**src/rtl/onehot_pipe_pkg.sv**
```systemverilog
package onehot_pipe_pkg;
  localparam int unsigned CODE_W = 8;
  localparam int unsigned HALF_W = CODE_W / 2;
  localparam int unsigned LINES  = 1 << HALF_W;
  localparam int unsigned OUT_W  = 1 << CODE_W;
  localparam int unsigned DEPTH  = 3;

  typedef struct packed {
    logic              vld;
    logic [CODE_W-1:0] code;
  } code_stage_t;

  typedef struct packed {
    logic             vld;
    logic [LINES-1:0] hi;
    logic [LINES-1:0] lo;
  } pre_stage_t;

  // Reversed-order index: code 0 maps to the top bit.
  function automatic int unsigned rev_index(input logic [CODE_W-1:0] c);
    return (OUT_W - 1) - int'(c);
  endfunction

  // Reversed-order one-hot predecode of one nibble.
  function automatic logic [LINES-1:0] nibble_lines(input logic [HALF_W-1:0] n);
    logic [LINES-1:0] r;
    r = '0;
    r[(LINES-1) - int'(n)] = 1'b1;
    return r;
  endfunction
endpackage

```
**src/rtl/onehot_in_reg.sv**
```systemverilog
module onehot_in_reg
  import onehot_pipe_pkg::*;
(
  input  logic              clk,
  input  logic              rst,
  input  logic              d_vld,
  input  logic [CODE_W-1:0] d_code,
  output code_stage_t       q
);
  always_ff @(posedge clk) begin
    if (rst) begin
      q <= '0;
    end else begin
      q.vld  <= d_vld;
      q.code <= d_code;
    end
  end
endmodule

```
**src/rtl/onehot_predec.sv**
```systemverilog
module onehot_predec
  import onehot_pipe_pkg::*;
(
  input  logic        clk,
  input  logic        rst,
  input  code_stage_t s_in,
  output pre_stage_t  s_out
);
  logic [LINES-1:0] hi_comb, lo_comb;

  always_comb begin
    hi_comb = nibble_lines(s_in.code[CODE_W-1:HALF_W]);
    lo_comb = nibble_lines(s_in.code[HALF_W-1:0]);
    if (!s_in.vld) begin
      hi_comb = '0;
      lo_comb = '0;
    end
  end

  always_ff @(posedge clk) begin
    if (rst) begin
      s_out <= '0;
    end else begin
      s_out.vld <= s_in.vld;
      s_out.hi  <= hi_comb;
      s_out.lo  <= lo_comb;
    end
  end

  // each registered predecoder output holds at most one line.
  assert_pre_onehot_R7: assert property (@(posedge clk) disable iff (rst)
    $onehot0(s_out.hi) && $onehot0(s_out.lo));
  // an invalid input leaves both predecoders empty.
  assert_pre_idle_R6: assert property (@(posedge clk) disable iff (rst)
    !s_in.vld |=> (s_out.hi == '0) && (s_out.lo == '0));
endmodule

```
**src/rtl/onehot_and_stage.sv**
```systemverilog
module onehot_and_stage
  import onehot_pipe_pkg::*;
(
  input  logic             clk,
  input  logic             rst,
  input  pre_stage_t       s_in,
  output logic             q_vld,
  output logic [OUT_W-1:0] q_word
);
  logic [OUT_W-1:0] and_comb;

  // Bit 16*g + p is the AND of high line g and low line p.
  for (genvar g = 0; g < LINES; g++) begin : g_grp
    for (genvar p = 0; p < LINES; p++) begin : g_pos
      assign and_comb[g*LINES + p] = s_in.hi[g] & s_in.lo[p];
    end
  end

  always_ff @(posedge clk) begin
    if (rst) begin
      q_vld  <= 1'b0;
      q_word <= '0;
    end else begin
      q_vld  <= s_in.vld;
      q_word <= and_comb;
    end
  end
endmodule

```
**src/rtl/onehot_pipe_dec.sv**
```systemverilog
module onehot_pipe_dec
  import onehot_pipe_pkg::*;
(
  input  logic              clk,
  input  logic              rst,
  input  logic              in_vld,
  input  logic [CODE_W-1:0] in_code,
  output logic              out_vld,
  output logic [OUT_W-1:0]  out_word
);
  code_stage_t st1;
  pre_stage_t  st2;

  onehot_in_reg u_in (
    .clk(clk), .rst(rst), .d_vld(in_vld), .d_code(in_code), .q(st1)
  );

  onehot_predec u_pre (
    .clk(clk), .rst(rst), .s_in(st1), .s_out(st2)
  );

  onehot_and_stage u_and (
    .clk(clk), .rst(rst), .s_in(st2), .q_vld(out_vld), .q_word(out_word)
  );

  // Reset-age counter so the $past look-backs stay inside the cycles since reset.
  logic [1:0] age;
  always_ff @(posedge clk) begin
    if (rst) age <= '0;
    else if (age != 2'd3) age <= age + 2'd1;
  end
  logic primed;
  assign primed = (age == 2'd3);

  // a valid output carries exactly one set bit.
  assert_one_bit_R1: assert property (@(posedge clk) disable iff (rst)
    out_vld |-> $countones(out_word) == 1);
  // with the output valid low, the output word is empty.
  assert_idle_zero_R5: assert property (@(posedge clk) disable iff (rst)
    !out_vld |-> out_word == '0);
  // the output valid is the input valid delayed by three edges.
  assert_vld_delay_R3: assert property (@(posedge clk) disable iff (rst)
    primed |-> out_vld == $past(in_vld, 3));
  // the set bit matches the code sampled three edges earlier.
  assert_word_delay_R2: assert property (@(posedge clk) disable iff (rst)
    (primed && out_vld) |-> out_word[rev_index($past(in_code, 3))]);
endmodule

```
**config.mk**
```make
export PLATFORM = sky130hd
export DESIGN_NAME = onehot_pipe_dec
export DESIGN_NICKNAME = d
export VERILOG_FILES = /design/src/rtl/onehot_pipe_pkg.sv /design/src/rtl/onehot_in_reg.sv /design/src/rtl/onehot_predec.sv /design/src/rtl/onehot_and_stage.sv /design/src/rtl/onehot_pipe_dec.sv
export SDC_FILE = /design/constraint.sdc
export NUM_CORES = 1
export LEC_CHECK = 0
export BUFFER_PORTS_ARGS = -buffer_cell sky130_fd_sc_hd__buf_4
export CORE_UTILIZATION = 45
export CTS_BUF_LIST = sky130_fd_sc_hd__clkbuf_4 sky130_fd_sc_hd__clkbuf_8
export DETAILED_ROUTE_END_ITERATION = 12
export PLACE_DENSITY_LB_ADDON = 0.2
export SLEW_MARGIN = 20
export SYNTH_ARGS = -nofsm -noshare
export SYNTH_HDL_FRONTEND = slang
export SYNTH_SLANG_ARGS = --single-unit
```
**constraint.sdc**
```tcl
create_clock -name clk -period 1.14 [get_ports clk]
set_clock_uncertainty 0.05 [all_clocks]
set_input_delay 0.171 -clock clk [delete_from_list [all_inputs] [get_ports clk]]
set_output_delay 0.171 -clock clk [all_outputs]
set_load 0.01 [all_outputs]
```
Word level (Yosys, flattened, before mapping)
Index checks and enable logic that the tools add are counted. Widths: inputs -> output; s select.

Add/sub/neg operators: 2. Magnitude comparators: 4. Mux-type cells: 4. Bitwise operators: 257. Reductions and logical operators: 3.

Operators by type and width (number): $and 1x1->1 (256); $ge 32x1->1 const B (2); $lt 32x5->1 const B (2); $sub 4x4->5 const A (2); $demux 1 s4 (2); $logic_and 1x1->1 (2); $mux 1 (2); $reduce_or 2->1 (1); $not 1->1 (1).

Flip-flop bits (word level): 299. Bits of input ports: 11. Output and inout port bits: 257. Logic and storage cells: 277.

Depth between registers and ports, before layout
Depth in word-level cells: 5. Mapped depth: 4. Mapped depth without buffers: 2.

Cells and area by module
Synthesis repeated with hierarchy kept, for this count alone.

Cells, all modules: 672. Area total of the unflattened synthesis: 8817.2 sq um.

Modules (own cells, without submodules): onehot_and_stage (times used 1, cells an instance 574, area an instance 7651.1 sq um, sequential area each 5144.9 sq um); onehot_predec (times used 1, cells an instance 80, area an instance 929.6 sq um, sequential area each 660.6 sq um); onehot_in_reg (times used 1, cells an instance 18, area an instance 236.5 sq um, sequential area each 180.2 sq um).

Least setup slack after synthesis
No wires, ideal clock.

Path kind: register to register. Start point: register u_in.q[8] (netlist name). End point: register u_pre.s_out[15] (netlist name). Setup time: 0.073 ns. Data arrival time: 0.994 ns. Data required time: 1.017 ns. Path slack: 0.023 ns. Stages on the path, launching flop included: 3. Path buffers: 0. Period minus slack after synthesis: 1.117 ns. Cells stage by stage: dfxtp_1 > or4b_4 > nor3_2.

Word-level cells in the longest chain between the ends: 2.

Ends and longest elaborated chain: from (decl) (line onehot_in_reg.sv:8) `output code_stage_t q`; $not 1->1 (no source line); $reduce_or 2->1 (no source line); to (decl) (line onehot_predec.sv:7) `output pre_stage_t s_out`.

Every way passes these cells. A chain may end at the register's enable or synchronous reset.

Final worst setup path
Start point: register u_and.q_word[118]. End point: output port out_word[118].

RTL lines: from (decl) (line onehot_and_stage.sv:8) `output logic [OUT_W-1:0] q_word`; from (signal assigned) (line onehot_and_stage.sv:25) `q_word <= and_comb;`; to (decl) (line onehot_pipe_dec.sv:9) `output logic [OUT_W-1:0] out_word`.

No word-level cell between the ends.

==> implementation parameters <==
Parameter                              Value

Run status
  Run status    complete, but fails checks
  Violations in the final reports    setup timing

Drt
  Number of optimization iterations in the first detailed-route pass    4
  Average wire per standard cell    17.5 µm
  Detailed Route Iter0 Violations    128
  Via count    5520
  Via density per instance    4.46
  Number of nets with antenna violations after routing    0
  Wirelength, routed    21700 µm
  DRC violation count after routing    0

GRT
  Maximum number of pins on one net before global-route repair    22
  Antenna violations before repair    0
  Global-route wire length before repair    31700 µm
  Number of global-route vias before repair    5647
  Global route overflow    0
  Most crowded layer after global routing    met2
  Met2 Track Usage GR    0.406
  Global Route met1 Usage    0.261
  Met3 Resource Use GR    0.0719
  Total global routing track utilization    0.230

STA
  Post-route setup slack    -69.7 ps
  Fmax achieved    827 MHz
  Worst slew margin    0.612
  Fraction of the cycle the final worst path needs    1.06
  Unrepaired setup endpoints after global routing    yes
  Hold violation count in the final report    0
  Actual transition at the worst max-transition pin    581 ps
  Final number of setup-violating endpoints    259
  Final max-slew violation count    0
  Post-layout min period    1210 ps

Synth
  Distinct cell type count after synthesis    15
  Synthesis warning total    0
  Register bit total from synthesis    299
  Per-instance average area after synthesis    12.3 µm²
  Number of instances in the synthesized netlist    666
  Cells taking the most area after synthesis    sky130_fd_sc_hd__dfxtp_1 73%, sky130_fd_sc_hd__and2_1 19%, sky130_fd_sc_hd__nor2b_1 1.8%, sky130_fd_sc_hd__clkbuf_1 1.6%, sky130_fd_sc_hd__nor2_1 1.1%
  Share of the synthesized area in the top cell type    0.731
  Syn Std Cell Area    8190 µm²
  Largest area contributor in the netlist    sky130_fd_sc_hd__dfxtp_1
  Total nets after synthesis    677
  Sequential-to-total area share from yosys stat    0.731

Floorplan
  DIE WIDTH    137 µm
  Number of rows created at floorplan    48
  Number of top-level pins    268
  DIE AREA    18700 µm²
  Effective utilization at floorplan    0.467
  Vert. Die Dim    137 µm
  Placeable core region    17500 µm²

Final layout
  Most frequent cells in the layout    257 x sky130_fd_sc_hd__buf_6, 254 x sky130_fd_sc_hd__and2_1, 252 x sky130_fd_sc_hd__dfxtp_2, 57 x sky130_fd_sc_hd__clkbuf_8, 46 x sky130_fd_sc_hd__dfxtp_1
  Area occupied by multi-input gates    2190 µm²
  Post-synthesis to final-layout area growth    59.1%
  Register cell area after layout    6300 µm²
  Utilization after layout    0.743
  Fillers    1168
  Proportion of layout cells with a drive suffix above 1    0.642
  Final net count    995
  Most common library cell in the layout ignoring fill and taps    sky130_fd_sc_hd__buf_6
  Final antenna diode count    0

CTS
  H-tree levels    2
  Clock tree from TritonCTS    done
  Clock-pin slew of the registers on the worst-case setup and hold paths    60 ps
  Number of clock sinks    299
  Clock root buffer    sky130_fd_sc_hd__clkbuf_8
  Maximum buffer depth of the clock tree    3
  Clk_lat worst skew    530 ps
  Number of CTS-inserted buffers    45

Critical path
  Worst Setup Path Type    reg -> out
  Cell type group with the largest total delay on the critical path    flip-flops
  Critical-path cell list    buf_6
  Buffers and inverters on the worst path    1
  Startpoint type of the worst setup path    flip-flop
  Max incr delay on CP    350 ps
  FF-to-FF setup slack    -10 ps
  Critical register-to-register path startpoint    u_in.q[5]
  Capture point of the worst reg-to-reg path    u_pre.s_out[31]
  Worst setup EP type    output port
  Data arrival time of the critical path    990 ps
  Launch point of the critical path    u_and.q_word[118]
  Critical path peak fanout    1
  Required time of the worst setup path    920 ps
  R2r worst-path depth    2
  Cell at the slowest stage of the critical path    sky130_fd_sc_hd__dfxtp_2

Pwr
  Static leakage    5.74 nW
  Total power after layout    0.0197 W
  Power density over the cells    1510 nW/µm²
  Worst supply voltage drop on vdd    1.12 mV

Place
  Setup slack at placement    -472 ps
  Number of port buffers    267
  GPL Wtd Cong    0.740
  Detailed placement HPWL    13900 µm

Min path
  Worst hold-check path type    in -> reg
  Startpoint of the worst hold path    rst
  Cell depth of the worst hold path    3
  Hold-critical path endpoint    u_pre.s_out[32]

Run
  Max-capacitance violation count    0
-- per-stage QoR --
step	TNS (ps)	instances	hold WS [ps]	cell area, µm²
finish	-8130	1237	202	13000
global route	-18300	1237	205	13000
CTS	-17110	1235	130	12800
detailed placement	-62410	1149	340	10500
global placement	-57050	1149	337	10500
floorplan	0	666	249	8190
-- power breakdown --
| group | switching (W) | internal [W] |
|---|---|---|
| Clock | 0.00378 | 0.00517 |
| Combinational | 0.0000935 | 0.000106 |
| Sequential | 0.0000394 | 0.0105 |
-- sequential cells by signal, summed over array words and instances, names as in the netlist --
name	cells
u_and.q_vld	1
u_and.q_word	256
u_in.q	9
u_pre.s_out	33
-- worst max path at each step --
stage | depth (start not counted) | slack, ps | endpoint
5_1_grt | 1 | -100 | out_word[46]
4_1_cts | 1 | -100 | out_word[118]
2_1_floorplan | 2 | 20 | u_pre.s_out[15]
6_report | 1 | -70 | out_word[118]
3_5_place_dp | 3 | -470 | u_and.q_word[92]
3_3_place_gp | 3 | -490 | u_and.q_word[140]
-- cell usage after synthesis, drive strengths merged --
cell and number:
nand2b 4, nor2b 29, nand4bb 4, buf 2, nor2 24, and2 254, and3b 2, or4b 2
clkbuf 34, dfxtp 299, nand4b 2, nand2 2, nor3 8
-- tightest hold or removal path, delay by kind of cell --
kind,cells,cell delay [ps]
buffers and inverters,2,470
and+or+nand+nor,1,100
-- per-layer routing --
layer / up-vias / wire length [µm]
li1: 2664 / -
met5: - / 0
met1: 2601 / 8510
met3: 43 / 1650
met2: 212 / 11000
met4: 0 / 488
-- logic make-up (layout without fill, tap and decap cells) --
kind of cell  after synthesis  after routing  share of synthesized area
buf+inv                    36            382                     0.0168
flops                     299            299                      0.731
simple gates              331            331                      0.252
-- timing repair --
action                                  CTS  global route
endpoints found under the setup margin  488           365
hold buffers                             11             0
resized for setup                       454            90
pin swaps                                 1             5
cloned                                    0             0
hold endpoints to repair                  9             0
buffers inserted                          0             2
-- layout make-up --
class / instances / area share
multi-input cells: 331 / 0.168
repair buffers: 307 / 0.254
flip-flops and latches: 299 / 0.484
well taps: 225 / 0.0216
clock inverters: 3 / 0.00327
clock buffers: 72 / 0.0689
No activity file was read; power rests on OpenSTA's default activity.
